File: src/rtl/mdu_pkg.sv
package mdu_pkg;
  // bit 1: divide, bit 0: unsigned
  typedef enum logic [1:0] {
    OP_MULS = 2'b00,
    OP_MULU = 2'b01,
    OP_DIVS = 2'b10,
    OP_DIVU = 2'b11
  } mdu_op_e;
endpackage

File: src/rtl/mdu_prep.sv
module mdu_prep #(
  parameter int W = 32
) (
  input  logic [1:0]   op,
  input  logic [W-1:0] a,
  input  logic [W-1:0] b,
  output logic [W-1:0] mag_a,
  output logic [W-1:0] mag_b,
  output logic         neg_main,
  output logic         neg_rem,
  output logic         b_zero
);
  logic is_signed, a_neg, b_neg;

  always_comb begin
    is_signed = ~op[0];
    a_neg     = is_signed & a[W-1];
    b_neg     = is_signed & b[W-1];
    mag_a     = a_neg ? (~a + 1'b1) : a;
    mag_b     = b_neg ? (~b + 1'b1) : b;
    neg_main  = a_neg ^ b_neg;
    neg_rem   = a_neg;
    b_zero    = (b == '0);
  end
endmodule

File: src/rtl/mdu_step.sv
module mdu_step #(
  parameter int W = 32
) (
  input  logic         is_div,
  input  logic [W:0]   upr,
  input  logic [W-1:0] lwr,
  input  logic [W-1:0] mag_b,
  output logic [W:0]   upr_n,
  output logic [W-1:0] lwr_n
);
  logic [W:0]     sum;
  logic [2*W:0]   shifted;
  logic [W:0]     shl;
  logic [W+1:0]   trial;

  always_comb begin
    // shift-and-add step
    sum     = lwr[0] ? ({1'b0, upr[W-1:0]} + {1'b0, mag_b}) : {1'b0, upr[W-1:0]};
    shifted = {sum, lwr} >> 1;
    // restoring division step
    shl     = {upr[W-1:0], lwr[W-1]};
    trial   = {1'b0, shl} - {2'b00, mag_b};
    if (is_div) begin
      if (!trial[W+1]) begin
        upr_n = trial[W:0];
        lwr_n = {lwr[W-2:0], 1'b1};
      end else begin
        upr_n = shl;
        lwr_n = {lwr[W-2:0], 1'b0};
      end
    end else begin
      upr_n = shifted[2*W:W];
      lwr_n = shifted[W-1:0];
    end
  end
endmodule

File: src/rtl/mdu_fixup.sv
module mdu_fixup #(
  parameter int W = 32
) (
  input  logic         is_div,
  input  logic         b_zero,
  input  logic         neg_main,
  input  logic         neg_rem,
  input  logic [W-1:0] raw_a,
  input  logic [W:0]   upr,
  input  logic [W-1:0] lwr,
  output logic [W-1:0] hi_n,
  output logic [W-1:0] lo_n
);
  logic [2*W-1:0] prod;

  always_comb begin
    prod = {upr[W-1:0], lwr};
    if (neg_main) prod = ~prod + 1'b1;
    if (!is_div) begin
      hi_n = prod[2*W-1:W];
      lo_n = prod[W-1:0];
    end else if (b_zero) begin
      hi_n = raw_a;
      lo_n = '1;
    end else begin
      lo_n = neg_main ? (~lwr + 1'b1) : lwr;
      hi_n = neg_rem ? (~upr[W-1:0] + 1'b1) : upr[W-1:0];
    end
  end
endmodule

File: src/rtl/mdu_hilo.sv
module mdu_hilo #(
  parameter int W = 32
) (
  input  logic         clk,
  input  logic         rst,
  input  logic         start_i,
  input  logic [1:0]   op_i,
  input  logic [W-1:0] opa_i,
  input  logic [W-1:0] opb_i,
  output logic         busy_o,
  output logic         done_o,
  output logic [W-1:0] hi_o,
  output logic [W-1:0] lo_o
);
  import mdu_pkg::*;

  localparam int CNT_W = $clog2(W + 1);
  localparam logic [CNT_W-1:0] LAST = CNT_W'(W);

  logic             busy_q, done_q;
  logic [CNT_W-1:0] cnt_q;
  mdu_op_e          op_q;
  logic [W:0]       upr_q;
  logic [W-1:0]     lwr_q, magb_q, rawa_q, hi_q, lo_q;
  logic             negm_q, negr_q, bz_q;

  logic [W-1:0] p_maga, p_magb;
  logic         p_negm, p_negr, p_bz;
  logic [W:0]   s_upr;
  logic [W-1:0] s_lwr, f_hi, f_lo;
  logic         accept;

  assign accept = start_i & ~busy_q;

  mdu_prep #(.W(W)) u_prep (
    .op(op_i), .a(opa_i), .b(opb_i),
    .mag_a(p_maga), .mag_b(p_magb),
    .neg_main(p_negm), .neg_rem(p_negr), .b_zero(p_bz)
  );

  mdu_step #(.W(W)) u_step (
    .is_div(op_q[1]), .upr(upr_q), .lwr(lwr_q), .mag_b(magb_q),
    .upr_n(s_upr), .lwr_n(s_lwr)
  );

  mdu_fixup #(.W(W)) u_fix (
    .is_div(op_q[1]), .b_zero(bz_q), .neg_main(negm_q), .neg_rem(negr_q),
    .raw_a(rawa_q), .upr(upr_q), .lwr(lwr_q),
    .hi_n(f_hi), .lo_n(f_lo)
  );

  always_ff @(posedge clk) begin
    if (rst) begin
      busy_q <= 1'b0;
      done_q <= 1'b0;
      cnt_q  <= '0;
      op_q   <= OP_MULS;
      upr_q  <= '0;
      lwr_q  <= '0;
      magb_q <= '0;
      rawa_q <= '0;
      negm_q <= 1'b0;
      negr_q <= 1'b0;
      bz_q   <= 1'b0;
      hi_q   <= '0;
      lo_q   <= '0;
    end else begin
      done_q <= 1'b0;
      if (accept) begin
        busy_q <= 1'b1;
        cnt_q  <= '0;
        op_q   <= mdu_op_e'(op_i);
        upr_q  <= '0;
        lwr_q  <= p_maga;
        magb_q <= p_magb;
        rawa_q <= opa_i;
        negm_q <= p_negm;
        negr_q <= p_negr;
        bz_q   <= p_bz;
      end else if (busy_q) begin
        if (cnt_q == LAST) begin
          busy_q <= 1'b0;
          done_q <= 1'b1;
          hi_q   <= f_hi;
          lo_q   <= f_lo;
        end else begin
          cnt_q <= cnt_q + 1'b1;
          upr_q <= s_upr;
          lwr_q <= s_lwr;
        end
      end
    end
  end

  assign busy_o = busy_q;
  assign done_o = done_q;
  assign hi_o   = hi_q;
  assign lo_o   = lo_q;

  AST_BUSY_DONE_EXCL: assert property (@(posedge clk) disable iff (rst)
    !(busy_q && done_q));
  AST_DONE_ONE_CYCLE: assert property (@(posedge clk) disable iff (rst)
    done_q |=> !done_q);
  AST_DONE_AFTER_BUSY: assert property (@(posedge clk) disable iff (rst)
    $rose(done_q) |-> $past(busy_q));
  AST_IDLE_START_ACCEPTED: assert property (@(posedge clk) disable iff (rst)
    (start_i && !busy_q) |=> busy_q);
  AST_HILO_HELD: assert property (@(posedge clk) disable iff (rst)
    busy_q |=> (done_q || ($stable(hi_q) && $stable(lo_q))));
  AST_BUSY_START_NO_RESTART: assert property (@(posedge clk) disable iff (rst)
    (busy_q && start_i && cnt_q != LAST) |=> (busy_q && cnt_q != '0));
endmodule

File: config.mk
export PLATFORM = sky130hd
export DESIGN_NAME = mdu_hilo
export DESIGN_NICKNAME = d
export VERILOG_FILES = /design/src/rtl/mdu_pkg.sv /design/src/rtl/mdu_prep.sv /design/src/rtl/mdu_step.sv /design/src/rtl/mdu_fixup.sv /design/src/rtl/mdu_hilo.sv
export SDC_FILE = /design/constraint.sdc
export NUM_CORES = 1
export LEC_CHECK = 0
export BUFFER_PORTS_ARGS = -buffer_cell sky130_fd_sc_hd__buf_4
export CAP_MARGIN = 20
export CORE_MARGIN = 5
export CORE_UTILIZATION = 54
export DETAILED_ROUTE_END_ITERATION = 6
export MAX_ROUTING_LAYER = met4
export PLACE_DENSITY = 0.74
export SLEW_MARGIN = 40
export SYNTH_ARGS = -nofsm -noshare
export SYNTH_HDL_FRONTEND = slang
export SYNTH_HIERARCHICAL = 1
export SYNTH_SLANG_ARGS = --single-unit
File: constraint.sdc
create_clock -name clk -period 4.05 [get_ports clk]
set_input_delay 0.6075 -clock clk [delete_from_list [all_inputs] [get_ports clk]]
set_output_delay 0.6075 -clock clk [all_outputs]
set_load 0.005 [all_outputs]
==> results.sh <==
export IMPL_max_slew_margin_rel_pct=41.28
export IMPL_timing_rr_end="upr_q[16]$_SDFFE_PP0P_"
export IMPL_fp_dieArea_um2=34920
export IMPL_sw_frac_of_total_pct=33.24
export IMPL_clkPwrFrac_pct=37.9
export IMPL_cpLargestDelayFamily="compound AO/OA/AOI/OAI gates"
export IMPL_fin_skew_ns=0.01368
export IMPL_setup_tns_ns=0
export IMPL_cp_depth=13
export IMPL_wl_um=56690
export IMPL_drive_gt1_share_pct=14.72
export IMPL_violations="DRC"
export IMPL_cp_end_kind="flip-flop"
export IMPL_drc=2
export IMPL_avgRoutedWirePerCell_um=20.09
export IMPL_dr_pass1_iters=7
export IMPL_cts_path_max_buffers=3
export IMPL_dp_hpwl_um=41070
export IMPL_path_cells="inv_1 > ha_1 > nand4_1 > or4_4 > a2111oi_4 > nor4_2 > o32ai_4 > a31o_1 > buf_12 > o311ai_0 > a31oi_1 > nand2_1 > a21oi_1"
export IMPL_grt_ovfl_total=0
export IMPL_final_net_count=2549
export IMPL_fin_crit_ns=3.495
export IMPL_cts_max_level=1
export IMPL_required_ns=4.51
export IMPL_cts_sinks=204
export IMPL_place_ws_ns=0.6225
export IMPL_p_leak_nw=7.720
export IMPL_path_clk_slew_ns=0.06
export IMPL_clockRootBuffer="clkbuf_16"
export IMPL_cell_internal_pwr_mw=4.093
export IMPL_avgSynthCellArea_um2=7.183
export IMPL_pwr_density_cell_nw_per_um2=323.3
export IMPL_setup_ws_ns=0.5547
export IMPL_worst_slew_pin_slew_ns=0.8776
export IMPL_die_h_um=186.9
export IMPL_n_antenna_cell=0
export IMPL_initial_core_util_pct=54.94
export IMPL_cts_inserted_buffers=24
export IMPL_ctsResizeCount=0
export IMPL_seqPwrFrac_pct=35.6
export IMPL_cp_arrival_ns=3.96
export IMPL_drt_initial_drc_count=1820
export IMPL_status="finished, violations left"
export IMPL_rows=64
export IMPL_grt_max_degree=95
export IMPL_drv_slew=0
export IMPL_maxCapViolations=0
export IMPL_cp_endpoint="upr_q[16]$_SDFFE_PP0P_"
export IMPL_rsz0062_at_grt="no"
export IMPL_yosysWarnings=6
export IMPL_num_vias=17920
export IMPL_cp_start_kind="flip-flop"
export IMPL_coreArea_um2=30750
export IMPL_hold_buffers=0
export IMPL_layout_cells_non_filler=2822
export IMPL_power_frac_comb_pct=26.4
export IMPL_syn_area_um2=16890
export IMPL_worstSetupPathType="reg -> reg"
export IMPL_finalSetupViolations=0
export IMPL_crit_fanout=41
export IMPL_hold_violations=0
export IMPL_antenna_found_initial=0
export IMPL_synth_nets=2493
export IMPL_die_w_um=186.9
export IMPL_power_switching_mw=2.038
export IMPL_reg2regPathDepth=13
export IMPL_startpoint="magb_q[23]$_SDFFE_PP0P_"
export IMPL_insertion_delay_ns=0.54
export IMPL_io_buffers=134
export IMPL_rrSetupSlack_ns=0.55
export IMPL_r2r_start="magb_q[23]$_SDFFE_PP0P_"
export IMPL_fin_crit_sh_pct=86.30
export IMPL_ios=135
export IMPL_worstPathBufferInverterCount=2
export IMPL_place_gp_congestion=1.016
export IMPL_hold_path_class="in -> reg"
export IMPL_post_cts_buffers=0
export IMPL_via_per_inst=6.350
export IMPL_grt_pass1_wl_um=90030
export IMPL_irDropWorstVdd_mv=0.2779
export IMPL_grt_pass1_vias=16720
export IMPL_grt_util_all_layers_pct=31.51
export IMPL_cts_tree="yes"
export IMPL_max_stage_delay_ns=0.54
export IMPL_synth_cells=2352
export IMPL_slowest_stage="or4_4"
export IMPL_placed_cells=2778
export IMPL_area_growth_pct=12.28
export IMPL_fmax_ghz=0.2861
export IMPL_final_antenna_net_count=0
==> state kept, by name (all words and copies together), names as in the netlist, 6 cells and up <==
| name | cells |
|---|---|
| lo_o | 32 |
| lwr_q | 32 |
| cnt_q | 6 |
| hi_o | 32 |
| magb_q | 32 |
| rawa_q | 32 |
| upr_q | 32 |
==> layer usage <==
| metal | part of all wire (%) | vias to the layer above | wire length (µm) | track usage, % |
|---|---|---|---|---|
| li1 | - | 8493 | - | - |
| met1 | 42 | 8365 | 23840 | 40.36 |
| met2 | 45 | 897 | 25660 | 50.58 |
| met3 | 8.5 | 166 | 4823 | 5.021 |
| met4 | 4.2 | 0 | 2363 | 11.43 |
| met5 | 0 | - | 0 | - |
==> power by group through the flow <==
stage / registers [mW] / logic, mW / clock network [mW]
6_report: 2.19 / 1.62 / 2.33
5_1_grt: 2.19 / 1.76 / 2.44
4_1_cts: 2.18 / 1.58 / 2.36
3_5_place_dp: 2.23 / 1.57 / 0
3_3_place_gp: 2.22 / 1.55 / 0
2_1_floorplan: 2.19 / 1.14 / 0
==> through the flow <==
| stage | util (%) | hold WS, ns | total power [mW] | cell area (µm²) |
|---|---|---|---|---|
| final | 61.69 | 0.3238 | 6.132 | 18970 |
| after global routing | 61.69 | 0.3447 | 6.391 | 18970 |
| after CTS | 61.67 | 0.3212 | 6.124 | 18960 |
| after detailed placement | 58.92 | 0.4477 | 3.797 | 18120 |
| after global placement | 58.82 | 0.4423 | 3.771 | 18090 |
| after floorplan | - | 0.4328 | 3.329 | 16890 |
==> cell usage in the layout, fill, tap and decap left out, types with 33 or more instances in the layout <==
cell type  count
o21ai_0      102
a32oi_1       37
inv_1         80
nor3_1        36
a31oi_1       40
dfxtp_1      202
xnor2_1       63
nand2_1      524
a21oi_1      296
ha_1          70
xor2_1        95
nor2_1       106
mux2_2        33
buf_4        195
==> worst min path at each step <==
stage	from	endpoint	slack (ns)	cells after the start
global route	op_i[1]	op_q[1]$_SDFFE_PP0P_	0.34	3
CTS	op_i[1]	op_q[1]$_SDFFE_PP0P_	0.32	3
floorplan	rawa_q[8]$_SDFFE_PP0P_	rawa_q[8]$_SDFFE_PP0P_	0.43	2
detailed placement	lo_o[0]$_SDFFE_PP0P_	lo_o[0]$_SDFFE_PP0P_	0.45	2
finish	op_i[1]	op_q[1]$_SDFFE_PP0P_	0.32	3
global placement	lo_o[21]$_SDFFE_PP0P_	lo_o[21]$_SDFFE_PP0P_	0.44	2
==> layout make-up <==
class | count | area, µm²
Tap cell | 396 | 495.5
Multi-Input combinational cell | 1894 | 11640
Inverter | 83 | 311.5
Clock buffer | 34 | 699.4
Fill cell | 2916 | 11780
Sequential cell | 204 | 4089
Clock inverter | 10 | 146.4
Timing Repair Buffer | 201 | 1583
==> tightest hold or removal path, delay by kind of cell <==
family | cells | cell delay [ns]
AOI/OAI and AO/OA | 1 | 0.05
buffers and inverters | 1 | 0.11
and+or+nand+nor | 1 | 0.04
No activity file was read; power rests on OpenSTA's default activity.
